[src/rtl/tom_pkg.sv]
package tom_pkg;

    typedef enum logic [1:0] {
        EV_IDLE  = 2'd0,
        EV_ALLOC = 2'd1,
        EV_FREE  = 2'd2,
        EV_SWAP  = 2'd3
    } ev_e;

    function automatic ev_e classify(input logic alloc, input logic dealloc);
        return ev_e'({dealloc, alloc});
    endfunction

endpackage

[src/rtl/tom_occ_core.sv]
module tom_occ_core #(
    parameter int ENTRIES = 8,
    parameter int CNT_W   = $clog2(ENTRIES + 1)
) (
    input  logic             clk,
    input  logic             rst_n,
    input  logic             alloc_i,
    input  logic             dealloc_i,
    output logic [CNT_W-1:0] occ_o,
    output logic             take_o,
    output logic             err_o
);
    import tom_pkg::*;

    localparam logic [CNT_W-1:0] LIMIT = CNT_W'(ENTRIES);

    typedef struct packed {
        logic [CNT_W-1:0] occ;
        logic             err;
    } core_t;

    core_t state_d, state_q;
    logic  take_d;

    always_comb begin
        state_d = state_q;
        take_d  = 1'b0;
        unique case (classify(alloc_i, dealloc_i))
            EV_ALLOC: begin
                if (state_q.occ == LIMIT) begin
                    state_d.err = 1'b1;
                end else begin
                    state_d.occ = state_q.occ + CNT_W'(1);
                    take_d      = 1'b1;
                end
            end
            EV_FREE: begin
                if (state_q.occ == '0) begin
                    state_d.err = 1'b1;
                end else begin
                    state_d.occ = state_q.occ - CNT_W'(1);
                end
            end
            EV_SWAP: take_d = 1'b1;
            default: ;
        endcase
    end

    always_ff @(posedge clk or negedge rst_n) begin
        if (!rst_n) begin
            state_q <= '0;
        end else begin
            state_q <= state_d;
        end
    end

    assign occ_o  = state_q.occ;
    assign err_o  = state_q.err;
    assign take_o = take_d;

endmodule

[src/rtl/tom_sat_acc.sv]
module tom_sat_acc #(
    parameter int ACC_W = 48,
    parameter int INC_W = 4
) (
    input  logic             clk,
    input  logic             rst_n,
    input  logic             clr_i,
    input  logic [INC_W-1:0] inc_i,
    output logic [ACC_W-1:0] val_o
);
    localparam int SUM_W = ACC_W + 1;

    logic [ACC_W-1:0] val_d, val_q;
    logic [SUM_W-1:0] sum;

    always_comb begin
        sum = {1'b0, val_q} + SUM_W'(inc_i);
        if (clr_i) begin
            val_d = '0;
        end else if (sum[ACC_W]) begin
            val_d = '1;
        end else begin
            val_d = sum[ACC_W-1:0];
        end
    end

    always_ff @(posedge clk or negedge rst_n) begin
        if (!rst_n) begin
            val_q <= '0;
        end else begin
            val_q <= val_d;
        end
    end

    assign val_o = val_q;

endmodule

[src/rtl/tracker_occ_mon.sv]
module tracker_occ_mon #(
    parameter int ENTRIES = 8,
    parameter int ACC_W   = 48,
    localparam int CNT_W  = $clog2(ENTRIES + 1)
) (
    input  logic             clk,
    input  logic             rst_n,
    input  logic             alloc_i,
    input  logic             dealloc_i,
    input  logic             clear_i,
    output logic [CNT_W-1:0] occupancy_o,
    output logic [ACC_W-1:0] full_cycles_o,
    output logic [ACC_W-1:0] busy_cycles_o,
    output logic [ACC_W-1:0] occ_sum_o,
    output logic [ACC_W-1:0] alloc_count_o,
    output logic             error_o
);
    localparam int N_ACC = 4;
    localparam logic [CNT_W-1:0] LIMIT = CNT_W'(ENTRIES);

    logic [CNT_W-1:0] occ;
    logic             take;
    logic [CNT_W-1:0] inc [N_ACC];
    logic [ACC_W-1:0] acc [N_ACC];

    tom_occ_core #(.ENTRIES(ENTRIES), .CNT_W(CNT_W)) u_core (
        .clk       (clk),
        .rst_n     (rst_n),
        .alloc_i   (alloc_i),
        .dealloc_i (dealloc_i),
        .occ_o     (occ),
        .take_o    (take),
        .err_o     (error_o)
    );

    // Per-cycle increments, all taken from the registered occupancy.
    always_comb begin
        inc[0] = CNT_W'(occ == LIMIT);
        inc[1] = CNT_W'(occ != '0);
        inc[2] = occ;
        inc[3] = CNT_W'(take);
    end

    for (genvar g = 0; g < N_ACC; g++) begin : g_acc
        tom_sat_acc #(.ACC_W(ACC_W), .INC_W(CNT_W)) u_acc (
            .clk   (clk),
            .rst_n (rst_n),
            .clr_i (clear_i),
            .inc_i (inc[g]),
            .val_o (acc[g])
        );
    end

    assign occupancy_o   = occ;
    assign full_cycles_o = acc[0];
    assign busy_cycles_o = acc[1];
    assign occ_sum_o     = acc[2];
    assign alloc_count_o = acc[3];

endmodule

[config.mk]
export PLATFORM = sky130hd
export DESIGN_NAME = tracker_occ_mon
export DESIGN_NICKNAME = d
export VERILOG_FILES = /design/src/rtl/tom_pkg.sv /design/src/rtl/tom_occ_core.sv /design/src/rtl/tom_sat_acc.sv /design/src/rtl/tracker_occ_mon.sv
export SDC_FILE = /design/constraint.sdc
export NUM_CORES = 1
export LEC_CHECK = 0
export ABC_AREA = 1
export ABC_CLOCK_PERIOD_IN_PS = 2600
export CAP_MARGIN = 20
export CORE_UTILIZATION = 30
export CTS_BUF_LIST = sky130_fd_sc_hd__clkbuf_8
export CTS_CLUSTER_SIZE = 16
export DETAILED_ROUTE_END_ITERATION = 10
export PLACE_DENSITY = 0.56
export SYNTH_ARGS = -nofsm -noshare
export SYNTH_HDL_FRONTEND = slang
export SYNTH_SLANG_ARGS = --single-unit
[constraint.sdc]
create_clock -name clk -period 2.6 [get_ports clk]
set_input_delay 0.52 -clock clk [delete_from_list [all_inputs] [get_ports clk]]
set_output_delay 0.52 -clock clk [all_outputs]
set_load 0.005 [all_outputs]
==> results.json, run 1 <==
{
  "pin_count_of_the_biggest_net_entering_global_routing": 60,
  "timing.critical_path.from_type": "input pin",
  "outcome": "complete, no violations",
  "drive_above_1_share_pct": 8.06,
  "critPathLaunch": "alloc_i",
  "synth.ff_latch_count": 197,
  "cts_tree": "done",
  "dp_worst_setup_slack_ns": -0.506,
  "max_cap_viol_count": 0,
  "cp_top_family": "simple AND/OR/NAND/NOR gates",
  "cts_root_buffer": "sky130_fd_sc_hd__clkbuf_8",
  "avgViaCountPerCell": 4.75,
  "grt_antenna_before_repair": 0,
  "dpl-instance-area_sq_mm": 0.0162,
  "grt_pass1_wl_microns": 71500,
  "floorplan.die.width_microns": 211,
  "number_of_placement_rows": 76,
  "portBuffers": 201,
  "synth_cell_type_count": 35,
  "placedCellCount": 2780,
  "avgSynthCellArea_sq_um": 6.68,
  "cp_num_buf_inv": 3,
  "clock_path_buffers": 2,
  "antennaDiodeCount": 0,
  "clock_tree.htree_level_count": 4,
  "power.density_mw_per_mm2": 385,
  "report.final.slew_viol_count": 0,
  "global_route.usage.met1_pct": 27.1,
  "gp_congestion": 0.921,
  "rsz_0062_raised_after_global_routing": "no",
  "worstSetupPathType": "in -> reg",
  "route.detailed.wl_per_inst_microns": 15.9,
  "post_synth_instance_area_sq_mm": 0.0131,
  "io_pins": 202,
  "critPathMaxFanout": 13,
  "globalRouteMet3Util_pct": 4.85,
  "crit_path_top_delay_cell": "sky130_fd_sc_hd__clkdlybuf4s50_1",
  "residual_overflow_from_global_routing": 0,
  "required_ns": 3.11,
  "drt_pass1_iterations": 5,
  "hold_crit_class": "in -> reg",
  "synthesis.instances": 1964,
  "routed-via-count": 13400,
  "maxClockFrequency_mhz": 400,
  "cts_buffers": 17,
  "power.ir.vdd_worst_v": 0.000286,
  "globalRoute.busiestLayer": "met2",
  "timing.final.setup_violations": 0,
  "path_clk_slew_ns": 0.11,
  "final_antenna_net_count": 0,
  "finalNetCount": 2243,
  "stdcell_area_sq_mm": 0.0167,
  "top_library_cells_by_usage_in_the_layout_fill_and_taps_aside": "sky130_fd_sc_hd__nand2_1 (657), sky130_fd_sc_hd__nor2_1 (311), sky130_fd_sc_hd__inv_1 (249), sky130_fd_sc_hd__clkdlybuf4s50_1 (199), sky130_fd_sc_hd__dfrtp_1 (196)",
  "finalCriticalPeriod_ns": 2.50,
  "syn_nets": 1986,
  "clk-insertion-delay-late_ns": 0.58,
  "timing.critical_path.to_type": "flop",
  "setup_slack_ns": 0.0993,
  "drt-initial-drc-count": 836,
  "max_transition_margin_pct": 61.6,
  "final-hold-violation-count": 0,
  "final.setup_skew_ns": 0.0170,
  "final_cell_count_no_fill": 2819,
  "rr_startpoint": "u_core.occ_o[3]",
  "launch_point_of_the_worst_hold_path": "clear_i",
  "tightestPinTransition_ns": 0.570,
  "crit_path_cell_chain": "clkdlybuf4s50_1, ha_1, nand2_1, nand2_1, ha_1, ha_1, nand3_2, nor2_4, nand2_4, nor2_4, nand4_4, buf_4, nand3_1, nand2_1, inv_1",
  "floorplan_core_area_sq_mm": 0.0431,
  "chipHeight_microns": 211,
  "area_of_the_die_sq_mm": 0.0446,
  "p_leak_nw": 7.34,
  "fin_crit_sh_pct": 96.2,
  "cts_num_sinks": 197,
  "data_arrival_time_of_the_critical_path_ns": 3.01,
  "flow.area_growth_from_synthesis_pct": 26.9,
  "place_hpwl_microns": 34700,
  "routed_wl_microns": 44900,
  "effective_utilization_at_floorplan_pct": 30.5,
  "drt_drc_violations_left": 0,
  "globalRouteMet2Util_pct": 33.8,
  "yosysWarnings": 0,
  "fin_setup_tns_ns": 0,
  "layout_commonest_cell": "sky130_fd_sc_hd__nand2_1",
  "synth-seq-area-share_pct": 37.6,
  "first_global_vias": 13100,
  "critPathMaxStageDelay_ns": 0.51,
  "globalRouteTotalUtil_pct": 20.8
}
[metal layers]
metal  wire (microns)  up-vias
met5                0        -
met4              916        0
met3             2330       58
met2            21000      334
met1            20600     6338
li1                 -     6653
[report_power, final]
group	total, mW	internal [mW]	leakage, nW	switching [mW]
combinational	1.15	0.502	4.42	0.648
sequential	3.24	3.15	2.73	0.0894
clock	2.03	0.813	0.194	1.21
total	6.42	4.47	7.34	1.95
[cell type report]
type | instances | area (sq um)
tap | 585 | 732
fill | 4544 | 26400
sequential | 197 | 4930
clock buffer | 20 | 275
inverter | 248 | 932
clock inverter | 12 | 88.8
multi-input combinational | 1482 | 7040
timing repair buffer | 275 | 2660
[Yosys cell counts (all sizes together)]
library cell | count | area share, %
nand2 | 662 | 19
nor2 | 329 | 10
inv | 248 | 7.1
dfrtp | 197 | 38
nand3 | 158 | 6.4
a21oi | 86 | 3.4
nand4 | 60 | 3.1
xor2 | 40 | 2.7
or2 | 39 | 1.9
xnor2 | 39 | 2.6
buf | 27 | 1.6
ha | 15 | 1.4
o21ai | 13 | 0.50
a31oi | 11 | 0.52
clkbuf | 10 | 0.29
nand3b | 8 | 0.46
nor3 | 6 | 0.27
o21bai | 6 | 0.34
nor3b | 5 | 0.29
fa | 2 | 0.31
nor2b | 2 | 0.095
o21a | 1 | 0.057
[flip-flops by register name, indices dropped and copies added, names as in the netlist]
register / flops
u_core.occ_o: 4
g_acc.u_acc.val_o: 192
u_core.err_o: 1
[per-stage QoR]
step | hold slack (ns) | power [mW] | utilization (%)
2_1_floorplan | 0.224 | 3.89 | -
3_3_place_gp | 0.518 | 4.44 | 37.6
3_5_place_dp | 0.518 | 4.46 | 37.6
4_1_cts | 0.364 | 6.54 | 38.6
5_1_grt | 0.410 | 6.78 | 38.7
6_report | 0.424 | 6.42 | 38.7
[repair_timing]
action | in CTS | in global routing
endpoints found under the hold margin | 53 | 0
setup buffers | 3 | 3
hold buffers | 1 | 0
pin swaps | 1 | 4
setup endpoints to repair | 3 | 56
gates resized for setup | 1 | 11
[cells by family after synthesis]
| logic type | share of synthesized area, % |
|---|---|
| compound gates | 4.84 |
| xor+xnor | 5.27 |
| buf+inv | 9.03 |
| flops | 37.6 |
| fa+ha+maj | 1.74 |
| simple gates | 41.6 |
[worst register-to-register path, stage by stage (launching register included)]
cell                      delay, ns
sky130_fd_sc_hd__dfrtp_2       0.45
sky130_fd_sc_hd__nand3_2       0.14
sky130_fd_sc_hd__nand2_1       0.08
sky130_fd_sc_hd__nand2_1       0.18
sky130_fd_sc_hd__ha_1          0.22
sky130_fd_sc_hd__ha_1          0.18
sky130_fd_sc_hd__nand3_2       0.11
sky130_fd_sc_hd__nor2_4        0.22
sky130_fd_sc_hd__nand2_4       0.08
sky130_fd_sc_hd__nor2_4        0.13
sky130_fd_sc_hd__nand4_4       0.15
sky130_fd_sc_hd__buf_4         0.25
sky130_fd_sc_hd__nand3_1       0.09
sky130_fd_sc_hd__nand2_1       0.05
sky130_fd_sc_hd__inv_1         0.07
[final timing paths]
| kind | endpoint | slack [ns] | cells past startpoint |
|---|---|---|---|
| setup reg to reg | g_acc[3].u_acc.val_o[41] | 0.15 | 14 |
| hold / removal | g_acc[3].u_acc.val_o[17] | 0.42 | 2 |
| min in group asynchronous | g_acc[1].u_acc.val_o[45] | 0.49 | 2 |
| max in group asynchronous | g_acc[3].u_acc.val_o[36] | 1.37 | 3 |
| hold reg to reg | u_core.err_o | 0.54 | 1 |
| setup / recovery | g_acc[3].u_acc.val_o[41] | 0.1 | 15 |
(Power assumes the default switching activity.)
==> run 2: changes to the inputs <==
Settings changed: SETUP_SLACK_MARGIN set to 0.05.
==> results.json, run 2 (synthesized netlist as in run 1, its figures left out) <==
{
  "top_library_cells_by_usage_in_the_layout_fill_and_taps_aside": "sky130_fd_sc_hd__nand2_1 (656), sky130_fd_sc_hd__nor2_1 (310), sky130_fd_sc_hd__inv_1 (249), sky130_fd_sc_hd__clkdlybuf4s50_1 (199), sky130_fd_sc_hd__dfrtp_1 (196)",
  "portBuffers": 201,
  "power.ir.vdd_worst_v": 0.000286,
  "clock_path_buffers": 2,
  "max_cap_viol_count": 0,
  "outcome": "complete, no violations",
  "dpl-instance-area_sq_mm": 0.0162,
  "final_antenna_net_count": 0,
  "residual_overflow_from_global_routing": 0,
  "drive_above_1_share_pct": 8.19,
  "tightestPinTransition_ns": 0.557,
  "gp_congestion": 0.921,
  "avgViaCountPerCell": 4.75,
  "report.final.slew_viol_count": 0,
  "worst_r2r_path_depth": 14,
  "finalCriticalPeriod_ns": 2.46,
  "required_ns": 3.11,
  "dp_worst_setup_slack_ns": -0.506,
  "total_power_mw": 6.43,
  "io_pins": 202,
  "flow.area_growth_from_synthesis_pct": 27.1,
  "rr_startpoint": "u_core.occ_o[3]",
  "timing.final.setup_violations": 0,
  "grt_pass1_wl_microns": 71500,
  "path_clk_slew_ns": 0.11,
  "final.fill_count": 4540,
  "pin_count_of_the_biggest_net_entering_global_routing": 60,
  "clk-insertion-delay-late_ns": 0.57,
  "setup.reg_to_reg.worst_slack_ns": 0.20,
  "critPathMaxFanout": 13,
  "cts_root_buffer": "sky130_fd_sc_hd__clkbuf_8",
  "final.setup_skew_ns": 0.0152,
  "layout.area.seq_sq_mm": 0.00493,
  "data_arrival_time_of_the_critical_path_ns": 2.97,
  "p_leak_nw": 7.34,
  "hold_crit_class": "in -> reg",
  "max_transition_margin_pct": 62.9,
  "final-hold-violation-count": 0,
  "floorplan_core_area_sq_mm": 0.0431,
  "globalRouteTotalUtil_pct": 20.8,
  "antennaDiodeCount": 0,
  "cts_buffers": 17,
  "routed_wl_microns": 45000,
  "launch_point_of_the_worst_hold_path": "clear_i",
  "cts_tree": "done",
  "fin_setup_tns_ns": 0,
  "place_hpwl_microns": 34700,
  "layout_commonest_cell": "sky130_fd_sc_hd__nand2_1",
  "utilization_pct": 38.7,
  "clock_tree.htree_level_count": 4,
  "maxClockFrequency_mhz": 407,
  "combined_area_of_the_multi_input_logic_cells_sq_mm": 0.00706,
  "hold_path_depth": 2,
  "rsz_0062_raised_after_global_routing": "yes",
  "finalNetCount": 2243,
  "chipHeight_microns": 211,
  "worst_hold_path.endpoint": "g_acc[3].u_acc.val_o[17]",
  "stdcell_area_sq_mm": 0.0167,
  "floorplan.die.width_microns": 211,
  "power.density_mw_per_mm2": 385,
  "fin_crit_sh_pct": 94.5,
  "cts_num_sinks": 197,
  "route.detailed.wl_per_inst_microns": 16.0,
  "drt-initial-drc-count": 819,
  "setup_slack_ns": 0.143,
  "worstSetupPathType": "in -> reg",
  "routed-via-count": 13400,
  "first_global_vias": 13100,
  "timing.critical_path.from_type": "input pin",
  "drt_drc_violations_left": 0,
  "drt_pass1_iterations": 5,
  "number_of_placement_rows": 76,
  "timing.critical_path.to_type": "flop",
  "grt_antenna_before_repair": 0,
  "area_of_the_die_sq_mm": 0.0446,
  "effective_utilization_at_floorplan_pct": 30.5,
  "largest_register_ffs": 192,
  "r2r_end": "g_acc[3].u_acc.val_o[41]"
}
-- run 2: cell types whose count changed in the layout (fill, tap and decap cells not counted) --
cell	delta
sky130_fd_sc_hd__nor2_4	+1
sky130_fd_sc_hd__nor2_1	-1
sky130_fd_sc_hd__nand2_2	+1
sky130_fd_sc_hd__nand3_4	+1
sky130_fd_sc_hd__nand2_1	-1
sky130_fd_sc_hd__nand3_1	-1
-- run 2: critical path, stage by stage --
cell	delay, ns
sky130_fd_sc_hd__clkdlybuf4s50_1	0.51
sky130_fd_sc_hd__ha_1	0.19
sky130_fd_sc_hd__nand2_1	0.09
sky130_fd_sc_hd__nand2_2	0.12
sky130_fd_sc_hd__ha_1	0.19
sky130_fd_sc_hd__ha_1	0.18
sky130_fd_sc_hd__nand3_2	0.11
sky130_fd_sc_hd__nor2_4	0.24
sky130_fd_sc_hd__nand2_4	0.08
sky130_fd_sc_hd__nor2_4	0.13
sky130_fd_sc_hd__nand4_4	0.15
sky130_fd_sc_hd__buf_4	0.25
sky130_fd_sc_hd__nand3_1	0.08
sky130_fd_sc_hd__nand2_1	0.05
sky130_fd_sc_hd__inv_1	0.06
-- run 2: worst max-delay path by stage --
stage | from | to | slack, ns | cells after the start
6_report | alloc_i | g_acc[3].u_acc.val_o[41] | 0.14 | 15
5_1_grt | u_core.occ_o[3] | g_acc[1].u_acc.val_o[34] | 0.02 | 12
4_1_cts | u_core.occ_o[0] | g_acc[2].u_acc.val_o[35] | 0.05 | 11
3_5_place_dp | alloc_i | g_acc[3].u_acc.val_o[42] | -0.51 | 15
3_3_place_gp | alloc_i | g_acc[3].u_acc.val_o[41] | -0.48 | 15
2_1_floorplan | dealloc_i | g_acc[3].u_acc.val_o[37] | 0.27 | 15
-- run 2: routing by layer --
metal / share of wire [%] / up-vias / global-route usage, %
li1: - / 6650 / -
met1: 46 / 6348 / 27.1
met2: 47 / 346 / 33.8
met3: 5.3 / 59 / 4.85
met4: 2.0 / 0 / 6.35
met5: 0 / - / 0
-- run 2: what timing repair did --
item / in CTS / in global routing
gates resized for setup: 1 / 16
hold endpoints to repair: 53 / 0
pin swaps: 1 / 5
setup endpoints to repair: 54 / 114
hold buffers: 1 / 0
setup buffers: 3 / 3
-- run 2: cell type report --
type,count,share of cell area [%]
Timing Repair Buffer,275,16.0
Multi-Input combinational cell,1482,42.3
Clock inverter,12,0.533
Sequential cell,197,29.6
Tap cell,585,4.39
Clock buffer,20,1.65
Inverter,248,5.59
-- run 2: metrics by stage --
step / cells / hold slack [ns]
after floorplan: 1964 / 0.224
after global placement: 2780 / 0.518
after detailed placement: 2780 / 0.518
after CTS: 2816 / 0.364
after global routing: 2819 / 0.410
final: 2819 / 0.423
-- run 2: power breakdown --
part / switching [mW] / internal (mW) / leakage (nW)
Clock: 1.21 / 0.813 / 0.194
Combinational: 0.651 / 0.504 / 4.42
Sequential: 0.0909 / 3.15 / 2.73
Total: 1.95 / 4.47 / 7.34
